File: src/rtl/gpio_irq_pkg.sv
package gpio_irq_pkg;

  // Word indices within the register window
  localparam logic [3:0] REG_ENABLE  = 4'd0;
  localparam logic [3:0] REG_STATUS  = 4'd1;
  localparam logic [3:0] REG_DISPLAY = 4'd2;
  localparam logic [3:0] REG_CLEAR   = 4'd3;
  localparam logic [3:0] REG_MASKSET = 4'd4;
  localparam logic [3:0] REG_MASKCLR = 4'd5;
  localparam logic [3:0] REG_OUTPUT  = 4'd6;
  localparam logic [3:0] REG_INPUT   = 4'd7;
  localparam logic [3:0] REG_DIR     = 4'd8;
  localparam logic [3:0] REG_MODELO  = 4'd9;
  localparam logic [3:0] REG_MODEHI  = 4'd10;
  localparam logic [3:0] REG_UNUSED  = 4'd11;
  localparam logic [3:0] REG_SRST    = 4'd15;

  // Detector mode codes
  localparam logic [2:0] MODE_FALL = 3'd0;
  localparam logic [2:0] MODE_RISE = 3'd1;
  localparam logic [2:0] MODE_LOW  = 3'd2;
  localparam logic [2:0] MODE_HIGH = 3'd3;
  localparam logic [2:0] MODE_BOTH = 3'd4;

  localparam int MODE_W       = 3;
  localparam int FIELD_W      = 4;
  localparam int PINS_PER_REG = 8;

  typedef struct packed {
    logic       wrEnable;
    logic       wrClear;
    logic       wrMaskSet;
    logic       wrMaskClr;
    logic       wrOutput;
    logic       wrDir;
    logic       wrModeLo;
    logic       wrModeHi;
    logic       holdRst;
    logic [3:0] rdSel;
  } ctrlStrobes_t;

endpackage

File: src/rtl/gpio_irq_sync.sv
module gpio_irq_sync #(
  parameter int WIDTH = 16
) (
  input  logic             clk,
  input  logic             rstN,
  input  logic [WIDTH-1:0] asyncIn,
  output logic [WIDTH-1:0] syncOut,
  output logic [WIDTH-1:0] prevOut
);
  logic [WIDTH-1:0] stage1;

  always_ff @(posedge clk or negedge rstN) begin
    if (!rstN) begin
      stage1  <= '0;
      syncOut <= '0;
      prevOut <= '0;
    end else begin
      stage1  <= asyncIn;
      syncOut <= stage1;
      prevOut <= syncOut;
    end
  end

  // Two edges of latency from pin to synchronised level
  assert_two_stage_R3: assert property (@(posedge clk) disable iff (!rstN)
    $past(rstN, 2) |-> (syncOut == $past(asyncIn, 2)));

endmodule

File: src/rtl/gpio_irq_detect.sv
module gpio_irq_detect
  import gpio_irq_pkg::*;
(
  input  logic [MODE_W-1:0] mode,
  input  logic              curLvl,
  input  logic              prevLvl,
  output logic              hit
);
  always_comb begin
    unique case (mode)
      MODE_FALL: hit = prevLvl & ~curLvl;
      MODE_RISE: hit = curLvl & ~prevLvl;
      MODE_LOW:  hit = ~curLvl;
      MODE_HIGH: hit = curLvl;
      MODE_BOTH: hit = curLvl ^ prevLvl;
      default:   hit = 1'b0;
    endcase
  end
endmodule

File: src/rtl/gpio_irq_ctrl.sv
module gpio_irq_ctrl
  import gpio_irq_pkg::*;
#(
  parameter int ADDR_W = 8
) (
  input  logic              clk,
  input  logic              rstN,
  input  logic [ADDR_W-1:0] busAddr,
  input  logic              busWrEn,
  input  logic [31:0]       busWrData,
  output ctrlStrobes_t      st
);
  localparam int WORD_LSB = 2;
  localparam int WORD_W   = 4;
  localparam int HIGH_LSB = WORD_LSB + WORD_W;

  logic [WORD_W-1:0] word;
  logic              inWindow;
  logic              wrHit;
  logic              srstQ;

  assign word     = busAddr[WORD_LSB +: WORD_W];
  assign inWindow = (busAddr[ADDR_W-1:HIGH_LSB] == '0);
  assign wrHit    = busWrEn & inWindow;

  wire unusedCtrl = ^{busAddr[WORD_LSB-1:0], busWrData[31:1]};

  always_ff @(posedge clk or negedge rstN) begin
    if (!rstN)                          srstQ <= 1'b0;
    else if (wrHit && word == REG_SRST) srstQ <= busWrData[0];
  end

  always_comb begin
    st           = '0;
    st.wrEnable  = wrHit && word == REG_ENABLE;
    st.wrClear   = wrHit && word == REG_CLEAR;
    st.wrMaskSet = wrHit && word == REG_MASKSET;
    st.wrMaskClr = wrHit && word == REG_MASKCLR;
    st.wrOutput  = wrHit && word == REG_OUTPUT;
    st.wrDir     = wrHit && word == REG_DIR;
    st.wrModeLo  = wrHit && word == REG_MODELO;
    st.wrModeHi  = wrHit && word == REG_MODEHI;
    st.holdRst   = srstQ;
    st.rdSel     = inWindow ? word : REG_UNUSED;
  end

  assert_srst_capture_R11: assert property (@(posedge clk) disable iff (!rstN)
    (busWrEn && inWindow && word == REG_SRST) |=> (st.holdRst == $past(busWrData[0])));

endmodule

File: src/rtl/gpio_irq_datapath.sv
module gpio_irq_datapath
  import gpio_irq_pkg::*;
#(
  parameter int PIN_COUNT = 16
) (
  input  logic                 clk,
  input  logic                 rstN,
  input  ctrlStrobes_t         st,
  input  logic [31:0]          wrData,
  input  logic [PIN_COUNT-1:0] pinIn,
  output logic [31:0]          rdData,
  output logic [PIN_COUNT-1:0] pinOut,
  output logic [PIN_COUNT-1:0] pinOe,
  output logic                 irqOut
);
  localparam int LOW_PINS = (PIN_COUNT < PINS_PER_REG) ? PIN_COUNT : PINS_PER_REG;

  logic [PIN_COUNT-1:0] enableQ, statusQ, maskQ, outQ, dirQ;
  logic [PIN_COUNT-1:0][MODE_W-1:0] modeQ;
  logic [PIN_COUNT-1:0] syncLvl, prevLvl, evtVec;
  logic [PIN_COUNT-1:0] wrBits, clrBits, mSetBits, mClrBits, displayVec;
  logic [31:0] modeLoRd, modeHiRd;

  wire unusedWr = ^wrData;

  assign wrBits   = wrData[PIN_COUNT-1:0];
  assign clrBits  = st.wrClear   ? wrBits : '0;
  assign mSetBits = st.wrMaskSet ? wrBits : '0;
  assign mClrBits = st.wrMaskClr ? wrBits : '0;

  gpio_irq_sync #(.WIDTH(PIN_COUNT)) syncInst (
    .clk     (clk),
    .rstN    (rstN),
    .asyncIn (pinIn),
    .syncOut (syncLvl),
    .prevOut (prevLvl)
  );

  for (genvar p = 0; p < PIN_COUNT; p++) begin : g_pin
    gpio_irq_detect detInst (
      .mode    (modeQ[p]),
      .curLvl  (syncLvl[p]),
      .prevLvl (prevLvl[p]),
      .hit     (evtVec[p])
    );

    if (p < PINS_PER_REG) begin : g_lo
      always_ff @(posedge clk or negedge rstN) begin
        if (!rstN)           modeQ[p] <= MODE_FALL;
        else if (st.holdRst) modeQ[p] <= MODE_FALL;
        else if (st.wrModeLo) modeQ[p] <= wrData[p*FIELD_W +: MODE_W];
      end
    end else begin : g_hi
      always_ff @(posedge clk or negedge rstN) begin
        if (!rstN)           modeQ[p] <= MODE_FALL;
        else if (st.holdRst) modeQ[p] <= MODE_FALL;
        else if (st.wrModeHi) modeQ[p] <= wrData[(p-PINS_PER_REG)*FIELD_W +: MODE_W];
      end
    end
  end

  always_ff @(posedge clk or negedge rstN) begin
    if (!rstN) begin
      enableQ <= '0;
      statusQ <= '0;
      maskQ   <= '0;
      outQ    <= '0;
      dirQ    <= '0;
    end else if (st.holdRst) begin
      enableQ <= '0;
      statusQ <= '0;
      maskQ   <= '0;
      outQ    <= '0;
      dirQ    <= '0;
    end else begin
      if (st.wrEnable) enableQ <= wrBits;
      if (st.wrOutput) outQ    <= wrBits;
      if (st.wrDir)    dirQ    <= wrBits;
      maskQ   <= (maskQ & ~mClrBits) | mSetBits;
      statusQ <= (statusQ & ~clrBits) | (evtVec & enableQ);
    end
  end

  assign displayVec = statusQ & ~maskQ;
  assign irqOut     = |displayVec;
  assign pinOut     = outQ;
  assign pinOe      = dirQ;

  function automatic logic [31:0] zext(input logic [PIN_COUNT-1:0] v);
    logic [31:0] r;
    r = '0;
    r[PIN_COUNT-1:0] = v;
    return r;
  endfunction

  always_comb begin
    modeLoRd = '0;
    modeHiRd = '0;
    for (int i = 0; i < LOW_PINS; i++) modeLoRd[i*FIELD_W +: MODE_W] = modeQ[i];
    for (int i = PINS_PER_REG; i < PIN_COUNT; i++)
      modeHiRd[(i-PINS_PER_REG)*FIELD_W +: MODE_W] = modeQ[i];
  end

  always_comb begin
    case (st.rdSel)
      REG_ENABLE:  rdData = zext(enableQ);
      REG_STATUS:  rdData = zext(statusQ);
      REG_DISPLAY: rdData = zext(displayVec);
      REG_MASKSET: rdData = zext(maskQ);
      REG_OUTPUT:  rdData = zext(outQ);
      REG_INPUT:   rdData = zext(syncLvl);
      REG_DIR:     rdData = zext(dirQ);
      REG_MODELO:  rdData = modeLoRd;
      REG_MODEHI:  rdData = modeHiRd;
      REG_SRST:    rdData = {31'd0, st.holdRst};
      default:     rdData = '0;
    endcase
  end

  // Status never rises on a pin that was disabled in the cycle before
  assert_no_unenabled_set_R7: assert property (@(posedge clk) disable iff (!rstN)
    ((statusQ & ~$past(statusQ) & ~$past(enableQ)) == '0));

  // Every enabled event is captured on the next edge, clear or not
  assert_event_captured_R6: assert property (@(posedge clk) disable iff (!rstN)
    !st.holdRst |=> ((~statusQ & $past(evtVec & enableQ)) == '0));

  // Cleared bits without a coinciding event read 0 afterwards
  assert_clear_effect_R8: assert property (@(posedge clk) disable iff (!rstN)
    (st.wrClear && !st.holdRst) |=>
      ((statusQ & $past(wrData[PIN_COUNT-1:0] & ~(evtVec & enableQ))) == '0));

  assert_mask_set_R9: assert property (@(posedge clk) disable iff (!rstN)
    (st.wrMaskSet && !st.holdRst) |=>
      ((maskQ & $past(wrData[PIN_COUNT-1:0])) == $past(wrData[PIN_COUNT-1:0])));

  assert_hold_clears_R11: assert property (@(posedge clk) disable iff (!rstN)
    st.holdRst |=> (statusQ == '0 && enableQ == '0 && maskQ == '0 && dirQ == '0 && outQ == '0));

endmodule

File: src/rtl/gpio_irq_port.sv
module gpio_irq_port
  import gpio_irq_pkg::*;
#(
  parameter int PIN_COUNT = 16,
  parameter int ADDR_W    = 8
) (
  input  logic                 clk,
  input  logic                 rstN,
  input  logic [ADDR_W-1:0]    busAddr,
  input  logic                 busWrEn,
  input  logic [31:0]          busWrData,
  output logic [31:0]          busRdData,
  input  logic [PIN_COUNT-1:0] pinIn,
  output logic [PIN_COUNT-1:0] pinOut,
  output logic [PIN_COUNT-1:0] pinOe,
  output logic                 irqOut
);
  ctrlStrobes_t st;

  gpio_irq_ctrl #(.ADDR_W(ADDR_W)) ctrlInst (
    .clk       (clk),
    .rstN      (rstN),
    .busAddr   (busAddr),
    .busWrEn   (busWrEn),
    .busWrData (busWrData),
    .st        (st)
  );

  gpio_irq_datapath #(.PIN_COUNT(PIN_COUNT)) dpInst (
    .clk    (clk),
    .rstN   (rstN),
    .st     (st),
    .wrData (busWrData),
    .pinIn  (pinIn),
    .rdData (busRdData),
    .pinOut (pinOut),
    .pinOe  (pinOe),
    .irqOut (irqOut)
  );

  // Interrupt output reflects unmasked status only
  assert_irq_quiet_when_masked_R10: assert property (@(posedge clk) disable iff (!rstN)
    (st.wrMaskSet && !st.holdRst && busWrData[PIN_COUNT-1:0] == '1) |=> !irqOut);

endmodule

File: config.mk
export PLATFORM = sky130hd
export DESIGN_NAME = gpio_irq_port
export DESIGN_NICKNAME = d
export VERILOG_FILES = /design/src/rtl/gpio_irq_pkg.sv /design/src/rtl/gpio_irq_sync.sv /design/src/rtl/gpio_irq_detect.sv /design/src/rtl/gpio_irq_ctrl.sv /design/src/rtl/gpio_irq_datapath.sv /design/src/rtl/gpio_irq_port.sv
export SDC_FILE = /design/constraint.sdc
export NUM_CORES = 1
export LEC_CHECK = 0
export CORE_MARGIN = 1
export CORE_UTILIZATION = 30
export DETAILED_ROUTE_END_ITERATION = 7
export DONT_BUFFER_PORTS = 1
export GPL_TIMING_DRIVEN = 0
export PLACE_DENSITY = 0.55
export SETUP_SLACK_MARGIN = 0.15
export SLEW_MARGIN = 0
export SYNTH_ARGS = -nofsm -noshare
export SYNTH_HDL_FRONTEND = slang
export SYNTH_HIERARCHICAL = 1
export SYNTH_SLANG_ARGS = --single-unit
File: constraint.sdc
create_clock -name clk -period 3.2 [get_ports clk]
set_input_delay 0.64 -clock clk [delete_from_list [all_inputs] [get_ports clk]]
set_output_delay 0.64 -clock clk [all_outputs]
set_load 0.03 [all_outputs]
==> impl_metrics.py <==
metrics = {
    "outcome": {
        "outcome": "finished, violations left",
        "failed_checks": "negative hold slack",
    },
    "yosys": {
        "synth_top_area_frac": 0.492,
        "yosys.cell_types.count": 43,
        "synth.most_common_cell": "dfrtp_1",
        "ys.flop_type": "dfrtp_1",
        "ys_ff_latch": 177,
        "syn_area_mm2": 0.00901,
        "ys.warnings.count": 6,
        "async_flop_share": 1.00,
        "avgSynthCellArea_um2": 10.7,
        "yosysSeqAreaShare": 0.492,
        "synthTopCellsByArea": "dfrtp_1 (49%), mux2i_1 (12%), nor2_1 (6.0%), a22oi_1 (4.9%), ha_1 (4.4%)",
        "syn_inst": 844,
        "yosys.area.top_type": "dfrtp_1",
        "synth_enable_flop_cells": 0,
        "synth_common_cells": "dfrtp_1 (177), nor2_1 (143), mux2i_1 (112)",
    },
    "cts": {
        "cts_root_buffer": "clkbuf_16",
        "path_clk_slew_ns": 0.07,
        "clk_latency_ns": 0.44,
        "cts_buffer_depth": 2,
        "numCtsBuffers": 17,
        "h-tree-depth": 4,
        "clkSinkCount": 177,
        "cts_tree": "done",
    },
    "detailed_routing": {
        "ant_nets": 0,
        "avgRoutedWirePerCell_um": 23.8,
        "drc_errors": 0,
        "initialDrtViolationCount": 690,
        "vias_per_cell": 5.32,
        "first_pass_iters": 5,
        "wl_um": 30500,
        "num_vias": 6809,
    },
    "placement": {
        "hpwl_um": 20900,
        "place_congestion": 0.859,
        "dp_cells": 1237,
        "numPortBuffers": 0,
    },
    "min_path": {
        "hold_class": "in2async",
    },
    "pwr": {
        "p_seq_frac": 0.485,
        "p_comb_frac": 0.114,
        "p_per_area_mw_per_mm2": 525,
        "power.internal_mw": 3.83,
        "power_mw": 5.44,
        "ir_drop_uv": 326,
        "leakage_nw": 4.48,
        "sw_frac_of_total": 0.296,
        "switchingPower_mw": 1.61,
        "pwr-share-clk": 0.401,
    },
    "floorplan": {
        "rows": 63,
        "die-width_um": 175,
        "start_util": 0.305,
        "core_mm2": 0.0296,
        "die_y_um": 175,
        "io_pins": 124,
        "die_area_mm2": 0.0307,
    },
    "grt": {
        "grt_pass1_wl_um": 44900,
        "antenna_found_initial": 0,
        "grt_pass1_vias": 6644,
        "grt_max_degree": 178,
        "grt_remaining_overflow": 0,
        "track_usage": 0.203,
    },
    "sta": {
        "slew_viol_final": 0,
        "worst_slew_pin_slew_ns": 0.966,
        "finalHoldViolCount": 177,
        "min_period_over_period": 0.997,
        "setup_violations": 0,
        "rsz0062_at_grt": "yes",
        "holdWs_ns": -0.106,
        "slew_headroom": 0.356,
        "skew_ns": 0.00953,
        "min_period_ns": 3.19,
        "max_freq_mhz": 313,
    },
    "final_layout": {
        "n_antenna_cell": 0,
        "nets": 970,
        "fillers": 2997,
        "fin_cells": 1281,
        "final_layout_size_suffix_gt1_frac": 0.135,
        "area_growth_pct": 14.9,
    },
    "worst_setup_path": {
        "reg2reg_slack_ns": 1.29,
        "crit_path_start_kind": "input port",
        "crit_chain": "or3_4 -> buf_6 -> and4bb_2 -> buf_6 -> a222oi_1 -> nand4_1",
        "r2r-end": "dpInst/maskQ[10]",
        "worstSetupStartpoint": "busAddr[7]",
        "r2r.worst_path.cells": 4,
        "cp_data_required_time_ns": 2.56,
        "crit_path_max_fanout": 6,
        "critPathSlowestCell": "nand4_1",
        "cpPeakStageDelay_ns": 0.52,
        "reg2reg_from": "ctrlInst/srstQ",
        "endpoint_kind": "primary output",
        "critical_path.endpoint": "busRdData[12]",
        "cp_common_cell": "buf_6",
        "crit_type": "in2out",
        "cp.arrival_ns": 2.55,
    },
    "run": {
        "drv_cap": 0,
    },
}
[routing by layer]
layer | wire length (um) | GRT usage
met5 | 69 | 0.0160
met4 | 643 | 0.0591
met3 | 3080 | 0.0688
met2 | 13900 | 0.309
met1 | 12800 | 0.272
[kinds of logic after synthesis]
family | count (synthesis) | synth area share
buffers and inverters | 111 | 0.0568
adder cells (fa/ha/maj) | 32 | 0.0444
AND/OR/NAND/NOR | 250 | 0.142
flip-flops | 177 | 0.492
AO/OA/AOI/OAI | 128 | 0.103
multiplexers | 129 | 0.146
other | 1 | 0.000416
XOR/XNOR | 16 | 0.0156
[cell usage in the layout, fill, tap and decap left out, types with 9 or more instances in the layout]
cell,n
o21ai_1,10
dfrtp_1,177
ha_1,32
buf_4,20
or4b_1,16
nor2_1,142
xnor2_1,16
nor2b_1,9
nand2_1,34
clkbuf_16,18
o21ai_0,20
inv_1,44
buf_2,10
a222oi_1,14
mux2_2,16
clkbuf_1,34
mux2i_1,112
a22oi_1,59
nand4_1,13
[final cells by class]
cell class                 count  area (um^2)  area share
timing repair buffer          13          115      0.0111
tap                          390          488      0.0471
sequential                   177         4430       0.428
clock inverter                12          148      0.0143
buffer                        67          405      0.0392
inverter                      44          165      0.0160
clock buffer                  19          453      0.0438
multi-input combinational    559         4150       0.401
[sequential cells by signal (all words and copies together), names as in the netlist]
signal and cells:
dpInst/syncInst/stage1 16, dpInst/enableQ 16, dpInst/maskQ 16, dpInst/statusQ 16, dpInst/modeHiRd 24, dpInst/pinOut 16, dpInst/syncInst/syncOut 16, dpInst/modeLoRd 24
dpInst/syncInst/prevOut 16, ctrlInst/srstQ 1, dpInst/pinOe 16
[timing repair]
action | CTS | global route
cloned | 0 | 1
buffers inserted | 6 | 6
hold endpoints to repair | 177 | 177
gates resized for setup | 17 | 23
pin swaps | 13 | 13
setup endpoints to repair | 28 | 21
[worst max-delay path, delay by kind of cell]
family          cells  cell delay [ns]
compound gates      1             0.42
buf+inv             2             0.30
simple gates        3             1.18
[through the flow]
| step | TNS, ns | utilization | worst slack [ns] | hold slack, ns | instance area, um^2 |
|---|---|---|---|---|---|
| final | 0 | 0.350 | 0.00896 | -0.106 | 10300 |
| after detailed placement | -4.20 | 0.322 | -0.329 | 0.336 | 9510 |
| after floorplan | 0 | - | 0.237 | 0.331 | 9020 |
| after global placement | -4.58 | 0.322 | -0.358 | 0.333 | 9510 |
| after global routing | 0 | 0.350 | 0.0528 | -0.134 | 10300 |
| after CTS | 0 | 0.346 | 0.0467 | -0.125 | 10200 |
[power groups by stage]
stage	combinational, mW	clock (mW)	sequential [mW]
after floorplan	0.424	0	2.60
after global placement	0.587	0	2.67
after detailed placement	0.597	0	2.67
after CTS	0.606	2.22	2.63
after global routing	0.671	2.32	2.66
final	0.620	2.18	2.63
[worst min-delay path by stage]
| stage | slack [ns] | endpoint | startpoint |
|---|---|---|---|
| after global routing | -0.13 | dpInst/pinOe[7] | rstN |
| after floorplan | 0.33 | dpInst/syncInst/syncOut[0] | dpInst/syncInst/stage1[0] |
| final | -0.11 | dpInst/syncInst/stage1[14] | rstN |
| after detailed placement | 0.34 | dpInst/syncInst/syncOut[1] | dpInst/syncInst/stage1[1] |
| after CTS | -0.12 | dpInst/syncInst/stage1[14] | rstN |
| after global placement | 0.33 | dpInst/syncInst/syncOut[11] | dpInst/syncInst/stage1[11] |
Note: power is estimated with default switching activity, not from simulation.
